$ cat config.mk
export PLATFORM = sky130hd
export DESIGN_NAME = pd_target
export DESIGN_NICKNAME = d
export VERILOG_FILES = /design/src/rtl/pd_pkg.sv /design/src/rtl/pd_linesync.sv /design/src/rtl/pd_store.sv /design/src/rtl/pd_engine.sv /design/src/rtl/pd_target.sv
export SDC_FILE = /design/constraint.sdc
export NUM_CORES = 2
export LEC_CHECK = 0
export ABC_AREA = 1
export ABC_CLOCK_PERIOD_IN_PS = 7490
export BUFFER_PORTS_ARGS = -buffer_cell sky130_fd_sc_hd__buf_4
export CAP_MARGIN = 20
export CORE_MARGIN = 4
export CORE_UTILIZATION = 30
export CTS_CLUSTER_SIZE = 28
export DETAILED_ROUTE_END_ITERATION = 10
export GPL_TIMING_DRIVEN = 0
export PLACE_DENSITY_LB_ADDON = 0.12
export SLEW_MARGIN = 20
export SYNTH_ARGS = -nofsm -noshare
export SYNTH_HDL_FRONTEND = slang
export SYNTH_HIERARCHICAL = 1
export SYNTH_SLANG_ARGS = --single-unit
$ cat constraint.sdc
create_clock -name clk -period 7.49 [get_ports clk]
set_input_delay 0.3745 -clock clk [delete_from_list [all_inputs] [get_ports clk]]
set_output_delay 0.3745 -clock clk [all_outputs]
set_load 0.1 [all_outputs]
$ cat src/rtl/pd_pkg.sv
package pd_pkg;
  localparam int STORE_DEPTH = 256;
  localparam int STORE_AW    = $clog2(STORE_DEPTH);
  localparam int STORE_BITS  = STORE_DEPTH * 8;

  typedef enum logic [2:0] {
    PH_IDLE = 3'd0,
    PH_RX   = 3'd1,
    PH_ACK  = 3'd2,
    PH_TX   = 3'd3,
    PH_HACK = 3'd4
  } phase_t;

  // default store content for byte i
  function automatic logic [7:0] image_byte(input int unsigned i);
    logic [31:0] t;
    t = (i * 32'd37) ^ 32'h0000_005C;
    return t[7:0];
  endfunction

  function automatic logic [STORE_BITS-1:0] build_image();
    logic [STORE_BITS-1:0] img;
    img = '0;
    for (int i = 0; i < STORE_DEPTH; i++) img[i*8 +: 8] = image_byte(i);
    return img;
  endfunction

  // 7-bit address decode: slot bits plus primary or (unprotected) alias window
  function automatic logic addr_hit(input logic [6:0] a, input logic [2:0] slot,
                                    input logic prot, input logic [3:0] base_hi,
                                    input logic [3:0] alias_hi);
    return (a[2:0] == slot) &&
           ((a[6:3] == base_hi) || (!prot && (a[6:3] == alias_hi)));
  endfunction

  function automatic logic [STORE_AW-1:0] step_ptr(input logic [STORE_AW-1:0] p);
    return p + STORE_AW'(1);
  endfunction
endpackage

$ cat src/rtl/pd_linesync.sv
module pd_linesync #(
  parameter int STAGES = 2
) (
  input  logic clk,
  input  logic rst_n,
  input  logic scl_raw,
  input  logic sda_raw,
  output logic scl_lvl,
  output logic sda_lvl,
  output logic scl_rise,
  output logic scl_fall,
  output logic start_ev,
  output logic stop_ev
);
  localparam int NLINES = 2;

  logic [NLINES-1:0] raw_vec;
  logic [NLINES-1:0] lvl_vec;
  logic [NLINES-1:0] prev_vec;

  assign raw_vec = {sda_raw, scl_raw};

  for (genvar g = 0; g < NLINES; g++) begin : g_line
    logic [STAGES-1:0] chain;
    always_ff @(posedge clk or negedge rst_n) begin
      if (!rst_n) begin
        chain       <= '1;
        prev_vec[g] <= 1'b1;
      end else begin
        chain       <= {chain[STAGES-2:0], raw_vec[g]};
        prev_vec[g] <= chain[STAGES-1];
      end
    end
    assign lvl_vec[g] = chain[STAGES-1];
  end

  assign scl_lvl  = lvl_vec[0];
  assign sda_lvl  = lvl_vec[1];
  assign scl_rise = lvl_vec[0] & ~prev_vec[0];
  assign scl_fall = ~lvl_vec[0] & prev_vec[0];
  assign start_ev = lvl_vec[0] & prev_vec[0] & prev_vec[1] & ~lvl_vec[1];
  assign stop_ev  = lvl_vec[0] & prev_vec[0] & ~prev_vec[1] & lvl_vec[1];
endmodule

$ cat src/rtl/pd_store.sv
module pd_store #(
  parameter int DEPTH = pd_pkg::STORE_DEPTH,
  parameter int AW    = pd_pkg::STORE_AW,
  parameter logic [DEPTH*8-1:0] IMAGE = '0
) (
  input  logic          clk,
  input  logic          rst_n,
  input  logic          we,
  input  logic [AW-1:0] addr,
  input  logic [7:0]    wdata,
  output logic [7:0]    rdata
);
  logic [7:0] mem [DEPTH];

  always_ff @(posedge clk or negedge rst_n) begin
    if (!rst_n) begin
      for (int i = 0; i < DEPTH; i++) mem[i] <= IMAGE[i*8 +: 8];
    end else if (we) begin
      mem[addr] <= wdata;
    end
  end

  assign rdata = mem[addr];
endmodule

$ cat src/rtl/pd_engine.sv
module pd_engine #(
  parameter int         AW       = pd_pkg::STORE_AW,
  parameter logic [3:0] BASE_HI  = 4'hA,
  parameter logic [3:0] ALIAS_HI = 4'h6
) (
  input  logic          clk,
  input  logic          rst_n,
  input  logic          sda_lvl,
  input  logic          scl_rise,
  input  logic          scl_fall,
  input  logic          start_ev,
  input  logic          stop_ev,
  input  logic [2:0]    slot,
  input  logic          prot,
  input  logic [7:0]    rdata,
  output logic          pull_low,
  output logic          st_we,
  output logic [AW-1:0] ptr,
  output logic [7:0]    wdata,
  output logic          ev_addr_ack,
  output logic          ev_addr_nack,
  output logic [6:0]    ev_addr,
  output logic          ev_load
);
  import pd_pkg::*;

  phase_t     ph;
  logic [3:0] cnt;
  logic [7:0] sh;
  logic [7:0] tx;
  logic       got;
  logic       is_addr;
  logic       rd;
  logic       first;
  logic       more;
  logic       hit;
  logic       byte_in;

  assign hit          = addr_hit(sh[7:1], slot, prot, BASE_HI, ALIAS_HI);
  assign byte_in      = (ph == PH_RX) && scl_fall && got;
  assign ev_addr      = sh[7:1];
  assign ev_addr_ack  = byte_in && is_addr && hit;
  assign ev_addr_nack = byte_in && is_addr && !hit;
  assign st_we        = byte_in && !is_addr && !first && !prot;
  assign wdata        = sh;
  assign ev_load      = scl_fall && (((ph == PH_ACK) && rd) || ((ph == PH_HACK) && more));

  always_ff @(posedge clk or negedge rst_n) begin
    if (!rst_n) begin
      ph       <= PH_IDLE;
      cnt      <= '0;
      sh       <= '0;
      tx       <= '0;
      got      <= 1'b0;
      is_addr  <= 1'b0;
      rd       <= 1'b0;
      first    <= 1'b0;
      more     <= 1'b0;
      ptr      <= '0;
      pull_low <= 1'b0;
    end else if (start_ev) begin
      ph       <= PH_RX;
      is_addr  <= 1'b1;
      cnt      <= '0;
      got      <= 1'b0;
      pull_low <= 1'b0;
    end else if (stop_ev) begin
      ph       <= PH_IDLE;
      got      <= 1'b0;
      pull_low <= 1'b0;
    end else if (ev_load) begin
      // first bit of a fresh read byte goes out on this low phase
      tx       <= rdata;
      pull_low <= ~rdata[7];
      ptr      <= step_ptr(ptr);
      cnt      <= '0;
      ph       <= PH_TX;
    end else begin
      unique case (ph)
        PH_RX: begin
          if (scl_rise) begin
            sh <= {sh[6:0], sda_lvl};
            if (cnt == 4'd7) begin
              cnt <= '0;
              got <= 1'b1;
            end else begin
              cnt <= cnt + 4'd1;
            end
          end else if (byte_in) begin
            got <= 1'b0;
            if (is_addr) begin
              is_addr <= 1'b0;
              if (hit) begin
                rd       <= sh[0];
                first    <= ~sh[0];
                pull_low <= 1'b1;
                ph       <= PH_ACK;
              end else begin
                ph <= PH_IDLE;
              end
            end else begin
              if (first) begin
                first <= 1'b0;
                ptr   <= sh;
              end else begin
                ptr <= step_ptr(ptr);
              end
              pull_low <= 1'b1;
              ph       <= PH_ACK;
            end
          end
        end
        PH_ACK: begin
          if (scl_fall) begin
            pull_low <= 1'b0;
            cnt      <= '0;
            ph       <= PH_RX;
          end
        end
        PH_TX: begin
          if (scl_rise) begin
            cnt <= cnt + 4'd1;
          end else if (scl_fall) begin
            if (cnt == 4'd8) begin
              pull_low <= 1'b0;
              ph       <= PH_HACK;
            end else begin
              tx       <= {tx[6:0], 1'b0};
              pull_low <= ~tx[6];
            end
          end
        end
        PH_HACK: begin
          if (scl_rise) more <= ~sda_lvl;
          else if (scl_fall) ph <= PH_IDLE;
        end
        default: ;
      endcase
    end
  end
endmodule

$ cat src/rtl/pd_target.sv
module pd_target #(
  parameter logic [3:0] BASE_HI  = 4'hA,
  parameter logic [3:0] ALIAS_HI = 4'h6,
  parameter int         SYNC_STAGES = 2,
  parameter logic [pd_pkg::STORE_BITS-1:0] IMAGE = pd_pkg::build_image()
) (
  input  logic       clk,
  input  logic       rst_n,
  input  logic       scl_i,
  input  logic       sda_i,
  output logic       sda_o,
  output logic       sda_oe,
  input  logic [2:0] strap_i,
  input  logic       wp_i
);
  localparam int AW = pd_pkg::STORE_AW;

  logic          scl_lvl;
  logic          sda_lvl;
  logic          scl_rise;
  logic          scl_fall;
  logic          start_ev;
  logic          stop_ev;
  logic          st_we;
  logic [AW-1:0] ptr;
  logic [7:0]    wdata;
  logic [7:0]    rdata;
  logic          ev_addr_ack;
  logic          ev_addr_nack;
  logic [6:0]    ev_addr;
  logic          ev_load;

  pd_linesync #(.STAGES(SYNC_STAGES)) sync_i (
    .clk(clk), .rst_n(rst_n), .scl_raw(scl_i), .sda_raw(sda_i),
    .scl_lvl(scl_lvl), .sda_lvl(sda_lvl), .scl_rise(scl_rise),
    .scl_fall(scl_fall), .start_ev(start_ev), .stop_ev(stop_ev)
  );

  pd_engine #(.AW(AW), .BASE_HI(BASE_HI), .ALIAS_HI(ALIAS_HI)) eng_i (
    .clk(clk), .rst_n(rst_n), .sda_lvl(sda_lvl), .scl_rise(scl_rise),
    .scl_fall(scl_fall), .start_ev(start_ev), .stop_ev(stop_ev),
    .slot(strap_i), .prot(wp_i), .rdata(rdata), .pull_low(sda_oe),
    .st_we(st_we), .ptr(ptr), .wdata(wdata), .ev_addr_ack(ev_addr_ack),
    .ev_addr_nack(ev_addr_nack), .ev_addr(ev_addr), .ev_load(ev_load)
  );

  pd_store #(.DEPTH(pd_pkg::STORE_DEPTH), .AW(AW), .IMAGE(IMAGE)) store_i (
    .clk(clk), .rst_n(rst_n), .we(st_we), .addr(ptr),
    .wdata(wdata), .rdata(rdata)
  );

  assign sda_o = 1'b0;
endmodule

Yosys cells after proc, flatten, opt, wreduce, memory -nomap -nowiden
Cells that the tools add are included.
Widths: inputs -> output; s select.
{"block": "word_totals", "regBits": 2090, "output_inout_bits": 2, "word_cells": 427, "in_bits": 8}
{"block": "classes", "n_mux": 65, "n_bitwise": 19, "add_sub_neg": 2, "n_reduce_logical": 38, "magnitude_cmp": 2, "n_eq_ne": 30}
{"operator": "$bwmux 2048", "count": 1}
{"operator": "$mux 8", "count": 9}
{"operator": "$bmux 8 s8", "count": 1}
{"operator": "$demux 8 s8", "count": 1}
{"operator": "$mux 7", "count": 5}
{"operator": "$mux 3", "count": 11}
{"operator": "$mux 4", "count": 7}
{"operator": "$mux 1", "count": 25}
{"operator": "$ne 5x1->1 const B", "count": 5}
{"operator": "$reduce_and 5->1", "count": 4}
{"operator": "$ne 5x5->1 const B", "count": 3}
{"operator": "$reduce_and 7->1", "count": 2}
{"operator": "$ne 4x1->1 const B", "count": 3}
{"operator": "$pmux 3 s4", "count": 1}
{"operator": "$pmux 4 s3", "count": 1}
{"operator": "$reduce_and 6->1", "count": 2}
{"operator": "$reduce_bool 2->1", "count": 6}
{"operator": "$logic_and 1x1->1", "count": 11}
{"operator": "$not 1->1", "count": 11}
{"operator": "$ge 9x9->1 const B", "count": 1}
{"operator": "$lt 9x1->1 const B", "count": 1}
{"operator": "$not 8->9", "count": 1}
{"operator": "$reduce_and 9->1", "count": 1}
{"operator": "$add 8x1->8 const B", "count": 1}
{"operator": "24 further kinds", "count": 42}

Depth between registers and ports, before layout
{"block": "logic_depth", "word_depth": 12, "ltp_mapped": 22, "depth_no_buf": 18}

By module
The synthesis kept the hierarchy.
{"mod": "pd_store", "instances": 1, "area_per_inst_um2": 95630.5, "cells_per_inst": 12607, "seq_area_each_um2": 52530.4}
{"mod": "pd_engine", "instances": 1, "area_per_inst_um2": 2207.1, "cells_per_inst": 300, "seq_area_each_um2": 900.9}
{"mod": "pd_linesync", "instances": 1, "area_per_inst_um2": 198.9, "cells_per_inst": 17, "seq_area_each_um2": 157.7}
{"mod": "pd_target", "instances": 1, "area_per_inst_um2": 11.3, "cells_per_inst": 2, "seq_area_each_um2": 0.0}

Worst setup path after synthesis
OpenSTA, ideal clock, no wires.
{"block": "synth_path", "path_kind": "reg-to-reg", "from": "reg sync_i.prev_vec[0]", "to": "reg store_i/mem[1045] (netlist name)", "setup_slack_ns": 4.456, "arrival_time_ns": 2.900, "n_path_buf": 3, "synth_period_minus_slack_ns": 3.034, "path_stages_with_launch": 15, "setup_ns": 0.133, "required_ns": 7.357, "cell_sequence": "dfstp_2 -> inv_1 -> nor2_1 -> nand2_1 -> inv_1 -> nand2_1 -> nor4_1 -> inv_2 -> buf_2 -> nor3_2 -> buf_2 -> nand2_1 -> clkbuf_1 -> nand2_1 -> o21ai_0"}
{"block": "synth_between", "elab_chain_cells": 6}
{"element": "start: declaration", "line": "pd_linesync.sv:19", "source": "logic [NLINES-1:0] prev_vec;"}
{"element": "start signal: indexed assignment", "line": "pd_linesync.sv:31", "source": "prev_vec[g] <= chain[STAGES-1];"}
{"element": "$and 1x1->1", "line": "pd_linesync.sv:40", "source": "assign scl_fall = ~lvl_vec[0] & prev_vec[0];"}
{"element": "named net scl_fall", "line": "pd_target.sv:21", "source": "logic scl_fall;"}
{"element": "$logic_and 1x1->1 (2 in a row)", "line": "pd_engine.sv:40", "source": "assign byte_in = (ph == PH_RX) && scl_fall && got;"}
{"element": "$logic_and 1x1->1 (3 in a row)", "line": "pd_engine.sv:44", "source": "assign st_we = byte_in && !is_addr && !first && !prot;"}
{"element": "named net st_we", "line": "pd_target.sv:24", "source": "logic st_we;"}
{"element": "end signal: indexed assignment", "line": "pd_store.sv:19", "source": "mem[addr] <= wdata;"}
{"element": "end: declaration", "line": "pd_store.sv:13", "source": "logic [7:0] mem [DEPTH];"}
The timed path passes the listed nets, and every way through them passes these cells.
A chain may end at the register's enable or synchronous reset.

Worst setup path in the final report
{"block": "layout_path", "from": "reg eng_i.ptr[1]", "to": "reg eng_i.pull_low"}
{"block": "layout_between", "elab_chain_cells": 8}
{"element": "start: declaration", "line": "pd_engine.sv:18", "source": "output logic [AW-1:0] ptr,"}
{"element": "start signal: assignment", "line": "pd_engine.sv:75", "source": "ptr <= step_ptr(ptr);"}
{"element": "start signal: assignment", "line": "pd_engine.sv:104", "source": "ptr <= sh;"}
{"element": "start signal: assignment", "line": "pd_engine.sv:106", "source": "ptr <= step_ptr(ptr);"}
{"element": "$not 8->9 (implied by the code)", "line": "pd_store.sv:23", "source": "assign rdata = mem[addr];"}
{"element": "$bmux 8 s8", "line": "pd_store.sv:23"}
{"element": "$mux 8 (implied by the code) (2 in a row)", "line": "pd_store.sv:23"}
{"element": "named net rdata[7]", "line": "pd_target.sv:27", "source": "logic [7:0] rdata;"}
{"element": "$not 1->1", "line": "pd_engine.sv:74", "source": "pull_low <= ~rdata[7];"}
{"element": "$mux 1", "line": "pd_engine.sv:71", "source": "end else if (ev_load) begin"}
{"element": "$mux 1", "line": "pd_engine.sv:67", "source": "end else if (stop_ev) begin"}
{"element": "$mux 1", "line": "pd_engine.sv:61", "source": "end else if (start_ev) begin"}
{"element": "end signal: assignment", "line": "pd_engine.sv:74"}
{"element": "end signal: assignment", "line": "pd_engine.sv:129", "source": "pull_low <= ~tx[6];"}
{"element": "end: declaration", "line": "pd_engine.sv:16", "source": "output logic pull_low,"}
The timed path passes the listed nets, and every way through them passes these cells. The select of a mux whose other input is x is not followed.

==> results.txt <==
# clock sinks - 2090
Critical Path Source - eng_i/ptr[1]$_DFFE_PN0P_
Die W - 580 um
Post-route ant nets - 0
Nets - 13.2k
Critical path buffers and inverters - 4
Detailed-router iteration count before antenna repair - 9
Final setup viols - 0
Final core occ - 34.9%
HP Class - in -> async
WS Path Type - reg -> reg
Vias per cell - 5.04
Area growth syn-to-layout - 15.7%
Gp weighted congestion - 0.983
Height of the die - 580 um
Post-CTS resize count - 0
CTS root buf - clkbuf_16
Net count after synthesis - 12.9k
Core Footprint - 0.325 mm2
Vias in the first global route - 85.8k
Period utilization - 70.6%
Ys Warns - 6
Layout cell share with drive strength beyond 1 - 13.1%
DP Worst Slack - 2.35 ns
Hold_buf cts - 4
Reg2reg end - eng_i/pull_low$_DFFE_PN0P_
Starting density of the core - 30.2%
Pin count of the biggest net entering global routing - 139
R2r setup slk - 2.20 ns
Cell breakdown of the critical path - buf_4 > buf_2 > buf_2 > clkbuf_1 > nand2_1 > nand2_1 > nand2_1 > nand2_1 > o21ai_0 > nand2_1 > nor2_1 > nor2_1 > nor2_1 > nand2_1 > nand2_1 > nand2_1 > a21oi_1 > nand2_1 > nand2_1
Routed WL per cell - 25.9 um
Largest fanout on the critical path - 11
Total GRT Usage - 26.6%
Status - finished, final reports clean
Port Buffers - 8
Slew headroom - 12.5%
Final WS setup - 2.20 ns
# DRC - 0
Avg Cell Area, Syn - 7.59 um2
Mapped cell area - 0.0980 mm2
Row count - 209
Delay of the slowest cell on the worst path - 0.86 ns
Origin of the critical flop-to-flop path - eng_i/ptr[1]$_DFFE_PN0P_
WP data arrival - 6.11 ns
Clock Pin Slew Worst Setup and Hold Paths - 0.06 ns
Setup_tns - 0 ns
Final hold vios - 0
Max-Cap Viols - 0
CTS H-tree lvls - 4
Worst setup SP type - flip-flop
Required time of the critical path - 8.32 ns
Area of the die - 0.336 mm2
DR iter-0 viols - 9534
First-pass GRT wire length - 649000 um
R2R cell count - 19
Post-DP HPWL - 334000 um
Cts bufs inserted - 245
Overflow after GRT - 0
Instance count on the critical path - 19
Initial antenna violation count - 45
RSZ-0062 raised after global routing - false
I/O pin cnt - 10
Tightest Pin Transition - 1.31 ns
CP Capture Type - flip-flop
Most frequent CP cell - nand2_1
Clk_lat worst skew - 0.94 ns
WL final - 461000 um
Hold WS - 0.0136 ns
CTS tree - yes
Cell count after synthesis - 12.9k
Fmax - 189 MHz
CP max-delay cell - clkbuf_1
Cell family with most CP delay - buffers and inverters
Max clock buf depth - 4
Clock skew - 0.0407 ns
Tot Pwr - 0.0334 W
PwrDens - 295 mW/mm2
Leak - 50.2 nW
Max VDD drop - 0.204 mV
Post-CTS setup buffers - 0
Max Slew Vio Count - 0
Vias - 89.7k
Min Tclk post-route - 5.29 ns
Setup crit end - eng_i/pull_low$_DFFE_PN0P_
==> area by class of cell <==
type                            instances  area, um2
Clock inverter                         88       1220
Tap cell                             4325       5410
Multi-Input combinational cell       9785      40300
Buffer                                914       3770
Inverter                              135        507
Fill cell                           35200     211000
Sequential cell                      2090      53600
Antenna cell                           31       77.6
Timing Repair Buffer                   60       1230
Clock buffer                          377       7260
==> per-stage QoR <==
stage                     instances  instance area, um2
final                         17800              113000
after global routing          17800              113000
after CTS                     17800              113000
after detailed placement      17300              105000
after global placement        17300              104000
after floorplan               12900               98000
==> where the power goes <==
part           internal (W)  switching, W  total (W)
logic               0.00117       0.00802    0.00919
registers            0.0114     0.0000764     0.0115
clock network       0.00750       0.00525     0.0128
total                0.0201        0.0133     0.0334
==> worst min-delay path by stage <==
stage          slack, ns                                   to
3_5_place_dp        0.35         store_i/mem[341]$_DFFE_PN0P_
6_report            0.01         store_i/mem[341]$_DFFE_PN0P_
4_1_cts           0.0002         store_i/mem[341]$_DFFE_PN0P_
2_1_floorplan       0.08             eng_i/cnt[0]$_DFFE_PN0P_
3_3_place_gp        0.35  sync_i/g_line[0].chain[1]$_DFF_PN1_
5_1_grt             0.06         store_i/mem[341]$_DFFE_PN0P_
==> sequential cells by signal, summed over array words and instances, names as in the netlist <==
| name | count |
|---|---|
| sync_i/g_line.chain | 4 |
| eng_i/wdata | 8 |
| eng_i/cnt | 4 |
| eng_i/more | 1 |
| eng_i/ph | 3 |
| eng_i/tx | 7 |
| store_i/mem | 2048 |
| eng_i/ptr | 8 |
| eng_i/rd | 1 |
| eng_i/first | 1 |
| eng_i/is_addr | 1 |
| eng_i/pull_low | 1 |
| eng_i/got | 1 |
| sync_i/prev_vec | 2 |
==> placed cells by master (no fill, tap or decap), drive strengths merged <==
| master | instances |
|---|---|
| nor2 | 226 |
| a31oi | 4 |
| o21ai | 2233 |
| nand2 | 6976 |
| ha | 3 |
| clkinvlp | 3 |
| o31ai | 6 |
| inv | 142 |
| o211ai | 2 |
| diode | 31 |
| buf | 278 |
| dlygate4sd3 | 4 |
| clkbuf | 1069 |
| conb | 1 |
| a21boi | 1 |
| nor4 | 1 |
| dfstp | 1030 |
| nor3 | 26 |
| dfrtp | 1060 |
| nand3 | 206 |
| xor2 | 6 |
| a21oi | 87 |
| nand4 | 3 |
| o22ai | 2 |
| bufinv | 24 |
| clkinv | 54 |
| xnor2 | 2 |
==> per-layer routing <==
layer  vias to the layer above  global-route usage [%]  part of all wire (%)
li1                      41600                       -                     -
met1                     44400                    37.1                    45
met2                      3004                    40.0                    43
met3                       689                    4.85                   7.1
met4                         0                    12.4                   5.3
met5                         -                       0                     0
==> worst reg2reg max path, stage by stage, from the launching register on <==
cell	delay (ns)
dfrtp_1	0.42
buf_4	0.23
buf_2	0.84
buf_2	0.85
clkbuf_1	0.87
nand2_1	0.15
nand2_1	0.16
nand2_1	0.07
nand2_1	0.15
o21ai_0	0.31
nand2_1	0.28
nor2_1	0.07
nor2_1	0.11
nor2_1	0.08
nand2_1	0.22
nand2_1	0.11
nand2_1	0.10
a21oi_1	0.05
nand2_1	0.07
nand2_1	0.05
No activity file was read; power rests on OpenSTA's default activity.
